**src/rtl/xm_pkg.sv**
```systemverilog
package xm_pkg;
  typedef enum logic [2:0] {
    ST_IDLE   = 3'd0,
    ST_MDR_LD = 3'd1,
    ST_DECODE = 3'd2,
    ST_READ   = 3'd3,
    ST_WRITE  = 3'd4,
    ST_DONE   = 3'd5
  } xm_state_e;
endpackage

```
**src/rtl/xm_seq.sv**
```systemverilog
module xm_seq
  import xm_pkg::*;
(
  input  logic clk_i,
  input  logic rst_ni,
  input  logic req_i,
  input  logic op_store_i,
  output logic busy_o,
  output logic done_o,
  output logic mar_ld_o,
  output logic mdr_ld_o,
  output logic dec_en_o,
  output logic rd_en_o,
  output logic wr_en_o
);
  xm_state_e state_q, state_d;
  logic      store_q;

  always_comb begin
    state_d = state_q;
    unique case (state_q)
      ST_IDLE:   if (req_i) state_d = op_store_i ? ST_MDR_LD : ST_DECODE;
      ST_MDR_LD: state_d = ST_DECODE;
      ST_DECODE: state_d = store_q ? ST_WRITE : ST_READ;
      ST_READ:   state_d = ST_DONE;
      ST_WRITE:  state_d = ST_DONE;
      ST_DONE:   state_d = ST_IDLE;
      default:   state_d = ST_IDLE;
    endcase
  end

  always_ff @(posedge clk_i or negedge rst_ni) begin
    if (!rst_ni) begin
      state_q <= ST_IDLE;
      store_q <= 1'b0;
    end else begin
      state_q <= state_d;
      if (mar_ld_o) store_q <= op_store_i;
    end
  end

  assign mar_ld_o = (state_q == ST_IDLE) && req_i;
  assign mdr_ld_o = (state_q == ST_MDR_LD);
  assign dec_en_o = (state_q == ST_DECODE);
  assign rd_en_o  = (state_q == ST_READ);
  assign wr_en_o  = (state_q == ST_WRITE);
  assign done_o   = (state_q == ST_DONE);
  assign busy_o   = (state_q != ST_IDLE);


  done_pulse_chk: assert property (@(posedge clk_i) disable iff (!rst_ni)
    done_o |=> !done_o);

  busy_hold_chk: assert property (@(posedge clk_i) disable iff (!rst_ni)
    (busy_o && !done_o) |=> busy_o);

  no_reaccept_chk: assert property (@(posedge clk_i) disable iff (!rst_ni)
    busy_o |-> !mar_ld_o);
endmodule

```
**src/rtl/xm_decode.sv**
```systemverilog
module xm_decode #(
  parameter int ADDR_W = 6,
  parameter int DEPTH  = 48
) (
  input  logic [ADDR_W-1:0] addr_i,
  output logic [DEPTH-1:0]  sel_o,
  output logic              hit_o
);
  for (genvar i = 0; i < DEPTH; i++) begin : g_sel
    assign sel_o[i] = (addr_i == ADDR_W'(i));
  end
  assign hit_o = |sel_o;
endmodule

```
**src/rtl/xm_array.sv**
```systemverilog
module xm_array #(
  parameter int DATA_W = 16,
  parameter int DEPTH  = 48
) (
  input  logic              clk_i,
  input  logic              wr_en_i,
  input  logic [DEPTH-1:0]  sel_i,
  input  logic [DATA_W-1:0] wdata_i,
  output logic [DATA_W-1:0] rdata_o
);
  logic [DATA_W-1:0] mem_q [DEPTH];

  for (genvar i = 0; i < DEPTH; i++) begin : g_word
    always_ff @(posedge clk_i) begin
      if (wr_en_i && sel_i[i]) mem_q[i] <= wdata_i;
    end
  end

  always_comb begin
    rdata_o = '0;
    for (int i = 0; i < DEPTH; i++) begin
      if (sel_i[i]) rdata_o = rdata_o | mem_q[i];
    end
  end
endmodule

```
**src/rtl/xm_ctrl.sv**
```systemverilog
module xm_ctrl #(
  parameter int DATA_W = 16,
  parameter int ADDR_W = 6,
  parameter int DEPTH  = 48
) (
  input  logic              clk_i,
  input  logic              rst_ni,
  input  logic              req_i,
  input  logic              op_store_i,
  input  logic [ADDR_W-1:0] addr_i,
  input  logic [DATA_W-1:0] wdata_i,
  output logic              busy_o,
  output logic              done_o,
  output logic              err_o,
  output logic [ADDR_W-1:0] mar_o,
  output logic [DATA_W-1:0] mdr_o
);
  logic              mar_ld, mdr_ld, dec_en, rd_en, wr_en;
  logic [ADDR_W-1:0] mar_q;
  logic [DATA_W-1:0] mdr_q, wbuf_q, rdata;
  logic [DEPTH-1:0]  dec_sel, sel_q;
  logic              dec_hit, err_q;

  xm_seq u_seq (
    .clk_i      (clk_i),
    .rst_ni     (rst_ni),
    .req_i      (req_i),
    .op_store_i (op_store_i),
    .busy_o     (busy_o),
    .done_o     (done_o),
    .mar_ld_o   (mar_ld),
    .mdr_ld_o   (mdr_ld),
    .dec_en_o   (dec_en),
    .rd_en_o    (rd_en),
    .wr_en_o    (wr_en)
  );

  // Decoder sees the MAR only
  xm_decode #(.ADDR_W(ADDR_W), .DEPTH(DEPTH)) u_dec (
    .addr_i (mar_q),
    .sel_o  (dec_sel),
    .hit_o  (dec_hit)
  );

  xm_array #(.DATA_W(DATA_W), .DEPTH(DEPTH)) u_mem (
    .clk_i   (clk_i),
    .wr_en_i (wr_en && !err_q),
    .sel_i   (sel_q),
    .wdata_i (mdr_q),
    .rdata_o (rdata)
  );

  always_ff @(posedge clk_i or negedge rst_ni) begin
    if (!rst_ni) begin
      mar_q  <= '0;
      mdr_q  <= '0;
      wbuf_q <= '0;
      sel_q  <= '0;
      err_q  <= 1'b0;
    end else begin
      if (mar_ld) begin
        mar_q  <= addr_i;
        wbuf_q <= wdata_i;
        sel_q  <= '0;
        err_q  <= 1'b0;
      end else if (dec_en) begin
        sel_q  <= dec_sel;
        err_q  <= !dec_hit;
      end
      if (mdr_ld)                mdr_q <= wbuf_q;
      else if (rd_en && !err_q)  mdr_q <= rdata;
    end
  end

  assign mar_o = mar_q;
  assign mdr_o = mdr_q;
  assign err_o = err_q;


  mar_stable_chk: assert property (@(posedge clk_i) disable iff (!rst_ni)
    busy_o |=> $stable(mar_q));

  mdr_hold_chk: assert property (@(posedge clk_i) disable iff (!rst_ni)
    (!busy_o && !req_i) |=> $stable(mdr_q));

  err_nosel_chk: assert property (@(posedge clk_i) disable iff (!rst_ni)
    err_q |-> (sel_q == '0));

  sel_onehot_chk: assert property (@(posedge clk_i) disable iff (!rst_ni)
    $onehot0(sel_q));

  err_fetch_chk: assert property (@(posedge clk_i) disable iff (!rst_ni)
    (rd_en && err_q) |=> $stable(mdr_q));
endmodule

```
**config.mk**
```make
export PLATFORM = sky130hd
export DESIGN_NAME = xm_ctrl
export DESIGN_NICKNAME = d
export VERILOG_FILES = /design/src/rtl/xm_pkg.sv /design/src/rtl/xm_seq.sv /design/src/rtl/xm_decode.sv /design/src/rtl/xm_array.sv /design/src/rtl/xm_ctrl.sv
export SDC_FILE = /design/constraint.sdc
export NUM_CORES = 1
export LEC_CHECK = 0
export BUFFER_PORTS_ARGS = -buffer_cell sky130_fd_sc_hd__buf_2
export CAP_MARGIN = 40
export CORE_MARGIN = 2
export CORE_UTILIZATION = 60
export CTS_CLUSTER_SIZE = 16
export DETAILED_ROUTE_END_ITERATION = 6
export GPL_TIMING_DRIVEN = 0
export PLACE_DENSITY = 0.77
export SLEW_MARGIN = 0
export SYNTH_ARGS = -nofsm -noshare
export SYNTH_HDL_FRONTEND = slang
export SYNTH_SLANG_ARGS = --single-unit
```
**constraint.sdc**
```tcl
create_clock -name clk_i -period 3.3 [get_ports clk_i]
set_input_delay 0.165 -clock clk_i [delete_from_list [all_inputs] [get_ports clk_i]]
set_output_delay 0.165 -clock clk_i [all_outputs]
set_load 0.005 [all_outputs]
```
## Word level (Yosys, flattened, before mapping)

Memory sizes are Yosys's and may differ from the RTL's.
Index checks and enable logic that the tools add are counted.

- Register bits: 91
- RAM bits: 768
- Bits of input ports: 26
- Output and inout bits: 25
- Logic and storage cells: 322
- Memories: 1

Memories:

| memory | words | width | rd ports | clocked after Yosys merged registers in | wr ports | line | text |
|---|---|---|---|---|---|---|---|
| u_mem.mem_q | 48 | 16 | 48 | 0 | 48 | xm_array.sv:11 | `logic [DATA_W-1:0] mem_q [DEPTH];` |

- Equal/unequal tests: 53
- Muxes and demuxes: 154
- Bitwise logic cells: 47
- Reduce and logical (&&, ||, !) cells: 60

Operators by type and width:

| operator | count |
|---|---|
| $mux W16 | 50 |
| $or A16 B16 Y16 | 47 |
| $mux W1 | 98 |
| $eq A6 B5 Y1 const B | 16 |
| $eq A6 B6 Y1 const B | 16 |
| $mux W48 | 2 |
| $logic_and A1 B1 Y1 | 51 |
| $eq A6 B4 Y1 const B | 8 |
| $reduce_or A48 Y1 | 1 |
| $eq A6 B3 Y1 const B | 4 |
| $eq A6 B2 Y1 const B | 2 |
| $pmux W3 S4 | 1 |
| $eq A3 B2 Y1 const B | 2 |
| $eq A3 B3 Y1 const B | 2 |
| $eq A6 B1 Y1 const B | 1 |
| $logic_not A6 Y1 | 1 |
| $mux W3 | 2 |
| $reduce_bool A2 Y1 | 2 |
| $eq A3 B1 Y1 const B | 1 |
| $logic_not A3 Y1 | 1 |
| $reduce_bool A3 Y1 | 1 |
| $logic_not A1 Y1 | 2 |
| $mux W2 | 1 |
| $ne A2 B2 Y1 const B | 1 |
| $reduce_or A2 Y1 | 1 |

## Logic depth before layout (Yosys ltp)

An unclocked memory read counts as a cell.

- Depth after elaboration: 98
- Mapped depth: 7
- Mapped depth without buffers: 5

## Hierarchy

A second synthesis with hierarchy kept.

- Cells, all modules: 1,772
- Area, all modules: 32,170.9 um^2

Modules (own cells, without submodules):

| module | times used | cells an instance | area an instance (um^2) | seq. area each (um^2) |
|---|---|---|---|---|
| xm_array | 1 | 1,381 | 27,740.4 | 23,062.1 |
| xm_ctrl | 1 | 295 | 3,788.6 | 2,177.1 |
| xm_decode | 1 | 73 | 386.6 | 0.0 |
| xm_seq | 1 | 23 | 255.2 | 100.1 |

## Worst setup path after synthesis

OpenSTA, ideal clock, no wires.

- Path type: register to register
- From: reg u_seq.state_q[1]
- To: mem u_mem.mem_q[6][4], in the netlist u_mem.mem_q[0][100] (enable)
- Setup time: 0.374 ns
- Arrival time: 1.866 ns
- Required time: 2.926 ns
- Path slack: 1.061 ns
- Stages on the path, launching flop included: 6
- Buffers on the path: 3
- Clock period less this slack: 2.239 ns
- Path through: dfrtp_1 buf_4 nor4b_1 clkbuf_1 clkbuf_1 and2_1

RTL lines:

| item | line | text |
|---|---|---|
| from (decl) | xm_seq.sv:16 | `xm_state_e state_q, state_d;` |
| from (signal assigned) | xm_seq.sv:37 | `state_q <= state_d;` |
| to (decl) | xm_array.sv:11 |  |

## Worst setup path in the final report

- From: reg sel_q[39]
- To: reg mdr_q[12], in the netlist mdr_o[12]

- Cells in the longest elaborated chain, start to end: 19

RTL lines:

| item | line | text |
|---|---|---|
| from (decl) | xm_ctrl.sv:21 | `logic [DEPTH-1:0] dec_sel, sel_q;` |
| from (signal assigned) | xm_ctrl.sv:67 | `sel_q <= dec_sel;` |
| $mux W16 * | xm_array.sv:22 | `if (sel_i[i]) rdata_o = rdata_o \| mem_q[i];` |
| $or A16 B16 Y16 | xm_array.sv:22 |  |
| $mux W16 * | xm_array.sv:22 |  |
| $or A16 B16 Y16 | xm_array.sv:22 |  |
| $mux W16 * | xm_array.sv:22 |  |
| $or A16 B16 Y16 | xm_array.sv:22 |  |
| $mux W16 * | xm_array.sv:22 |  |
| $or A16 B16 Y16 | xm_array.sv:22 |  |
| [... 3 more ...] | n/a |  |
| $or A16 B16 Y16 | xm_array.sv:22 |  |
| $mux W16 * | xm_array.sv:22 |  |
| $or A16 B16 Y16 | xm_array.sv:22 |  |
| $mux W16 * | xm_array.sv:22 |  |
| $or A16 B16 Y16 | xm_array.sv:22 |  |
| $mux W16 * | xm_array.sv:22 |  |
| $mux W16 * | xm_ctrl.sv:71 | `else if (rd_en && !err_q) mdr_q <= rdata;` |
| $mux W16 * | xm_ctrl.sv:70 | `if (mdr_ld) mdr_q <= wbuf_q;` |
| to (signal assigned) | xm_ctrl.sv:70 |  |
| to (signal assigned) | xm_ctrl.sv:71 |  |
| to (decl) | xm_ctrl.sv:20 | `logic [DATA_W-1:0] mdr_q, wbuf_q, rdata;` |

Mark *: on every way between the ends. The rest lies on a longest branch, timed or not. The select of a mux whose other input is x is not followed.
A chain may end at the register's enable or synchronous reset.

==> impl_metrics.yaml <==
critical_path:
  required_ns: 3.80
  worst-path-buf-inv: 2
  end_kind: "flop"
  cp_max_fo: 10
  cp_top_family: "simple AND/OR/NAND/NOR gates"
  critPathMaxStageDelay_ns: 0.88
  cp_cell_sequence: "clkbuf_1, clkbuf_1, a221oi_1, nand4_1, nor4_1, nor2_1"
  crit_type: "flop to flop"
  critical_path.startpoint_type: "flop"
  slowest_stage: "nor4_1"
  cp.arrival_ns: 3.90
  cpMostUsedCell: "clkbuf_1"
cts:
  clkSinkCount: 859
  cts-root-buf: "clkbuf_16"
  clk_pin_slew_ns: 0.07
  insertion_delay_ns: 0.66
  cts_max_level: 3
  cts_tree: "done"
  numCtsBuffers: 83
  cts.path.max_buffers: 3
routing:
  drt_first_pass_iters: 6
  ant_nets: 0
  routed_via_density: 7.47
  drt_iter0_drc: 4178
  num_vias: 20300
  routed_wl_mm: 110
  wl_per_cell_um: 40.4
  drc: 0
sta:
  period_minus_slack_ns: 3.40
  timing_hold_violations_final: 0
  period_share_pct: 103
  worst_slack_ns: -0.0962
  setup_violations: 1
  worst_pin_slew_ns: 1.04
  max_freq_ghz: 0.294
  skew_ns: 0.0372
  slew_headroom_pct: 30.1
  maxSlewViolCount: 0
  fin_tns_setup_ns: -0.0962
  rsz0062_at_grt: "no"
global_routing:
  grt_util_met2_pct: 58.5
  grt_max_degree: 51
  grt_overflow: 0
  grt_util_met1_pct: 51.9
  grt_pass1_wl_mm: 149
  gr-usage-all-layers_pct: 41.4
  grt_pass1_vias: 19400
  grtUsageMet3_pct: 16.6
  grt.busiest_layer: "met2"
  antenna_found_initial: 8
yosys:
  synth_nets: 1727
  synth.cell_area_um2: 31200
  synth_cells: 1701
  synthArstFlopShare_pct: 10.6
  seq_area_frac_synth_pct: 81.3
  yosys.area.top_type_share_pct: 74.0
  yosysWarnings: 0
  synth_ff_type: "edfxtp_1"
  synth-edff-count: 768
  yosysUniqueCellTypes: 35
  synth-seq-cells: 859
  avgSynthCellArea_um2: 18.3
  synth.most_common_cell: "edfxtp_1"
  synthTopCellsByArea: "edfxtp_1 (74%), dfrtp_1 (7.3%), a22o_1 (4.5%)"
  yosysTopAreaCell: "edfxtp_1"
  synth_common_cells: "edfxtp_1 (768), a22o_1 (161), a221oi_1 (160)"
floorplanning:
  core_area_um2: 51300
  die_h_um: 232
  start_util_pct: 60.7
  die-area_um2: 53800
  num_rows: 83
  die_w_um: 232
  io_pins: 51
placement:
  place.gp.congestion: 1.00
  numPortBuffers: 50
  place_area_um2: 34000
  dp_hpwl_mm: 74.0
  dp_slack_ns: 0.150
job:
  cap_violations: 0
cells_and_area:
  final_nets: 1997
  drive_above_1_share_pct: 17.0
  fillerInstances: 2943
  design_area_um2: 37100
  area_delta_synth_final_pct: 18.9
pwr:
  powerDensity_nw_per_um2: 809
  p_total_mw: 30.0
  peakVddDrop_mv: 0.455
  p_leak_nw: 12.3
run_status:
  violations: "negative setup slack"
  status: "finished with violations"
hold_path:
  hold_class: "input port to async pin"
-- flip-flops by register name (all words and copies together) (netlist names) --
name,flops
u_mem.mem_q,768
sel_q,48
mdr_o,16
wbuf_q,16
mar_o,6
u_seq.state_q,3
err_o,1
u_seq.store_q,1
-- path summary, 6_finish.rpt --
check                                       start                      endpoint  slack, ns  cells after the start
max                         sel_q[39]$_DFFE_PN0P_         mdr_o[12]$_DFFE_PN0P_       -0.1                      6
min                                        rst_ni  u_seq.state_q[1]$_DFFE_PN0P_       0.14                      2
min reg2reg                wbuf_q[13]$_DFFE_PN0P_        wbuf_q[13]$_DFFE_PN0P_       0.53                      1
max in group asynchronous                  rst_ni          mdr_o[7]$_DFFE_PN0P_       2.46                      3
min in group clk_i                     wdata_i[9]         wbuf_q[9]$_DFFE_PN0P_       0.28                      3
max reg2reg                 sel_q[39]$_DFFE_PN0P_         mdr_o[12]$_DFFE_PN0P_       -0.1                      6
-- cells by family (layout without fill, tap and decap cells) --
group	after synthesis	after routing	synth area share [%]
simple gates	235	235	4.05
buf+inv	128	462	1.64
compound gates	456	456	12.2
flops	859	859	81.3
other cells	0	3	0
mux	23	23	0.831
-- per-stage QoR --
| stage | hold slack, ns | cells | util (%) |
|---|---|---|---|
| final | 0.136 | 2718 | 72.2 |
| after global routing | 0.168 | 2716 | 72.2 |
| after CTS | 0.117 | 2709 | 72.1 |
| after detailed placement | 0.254 | 2535 | 66.3 |
| after global placement | 0.398 | 2431 | 62.9 |
| after floorplan | -0.131 | 1701 | - |
-- power breakdown --
group,switching (mW),internal (mW),leakage [nW]
registers,0.929,13.7,8.04
clock network,4.15,5.32,1.33
logic,4.18,1.68,2.91
-- routing by layer --
layer | wire (um) | share of wire [%] | vias up
met5 | 57 | 0.052 | -
met4 | 9350 | 8.5 | 8
met3 | 18400 | 17 | 474
met2 | 47000 | 43 | 2099
met1 | 35100 | 32 | 10100
li1 | - | - | 7662
-- cell usage in the layout, fill, tap and decap left out, types with 4 or more instances in the layout --
master / instances
dlygate4sd3_1: 25
edfxtp_1: 768
a221oi_1: 158
buf_2: 65
buf_16: 21
clkbuf_16: 83
mux2_2: 23
buf_6: 24
nor2_1: 81
buf_12: 12
dfrtp_2: 14
nand4_1: 48
a22o_1: 161
bufinv_16: 7
clkbuf_1: 109
a22oi_1: 112
nand3_1: 18
clkbuf_8: 5
nand2_1: 4
nor4_1: 16
o22ai_1: 16
dfrtp_1: 77
and2_1: 46
buf_4: 7
clkinv_1: 11
buf_8: 46
buf_1: 16
clkinv_2: 20
a21oi_1: 4
-- final cells by class --
type	count	area [um2]	share of cell area, %
Antenna cell	3	7.51	0.0203
Buffer	126	504	1.36
Clock buffer	102	2200	5.93
Clock inverter	47	484	1.31
Inverter	2	7.51	0.0203
Multi-Input combinational cell	714	5330	14.4
Sequential cell	859	25400	68.4
Tap cell	680	851	2.30
Timing Repair Buffer	185	2320	6.26
-- repair_timing --
item,in CTS,in global routing
endpoints found under the hold margin,73,0
resized for setup,0,3
setup endpoints to repair,0,7
setup buffers,0,0
hold buffers,25,0
Power figures use the tool's default switching activity.
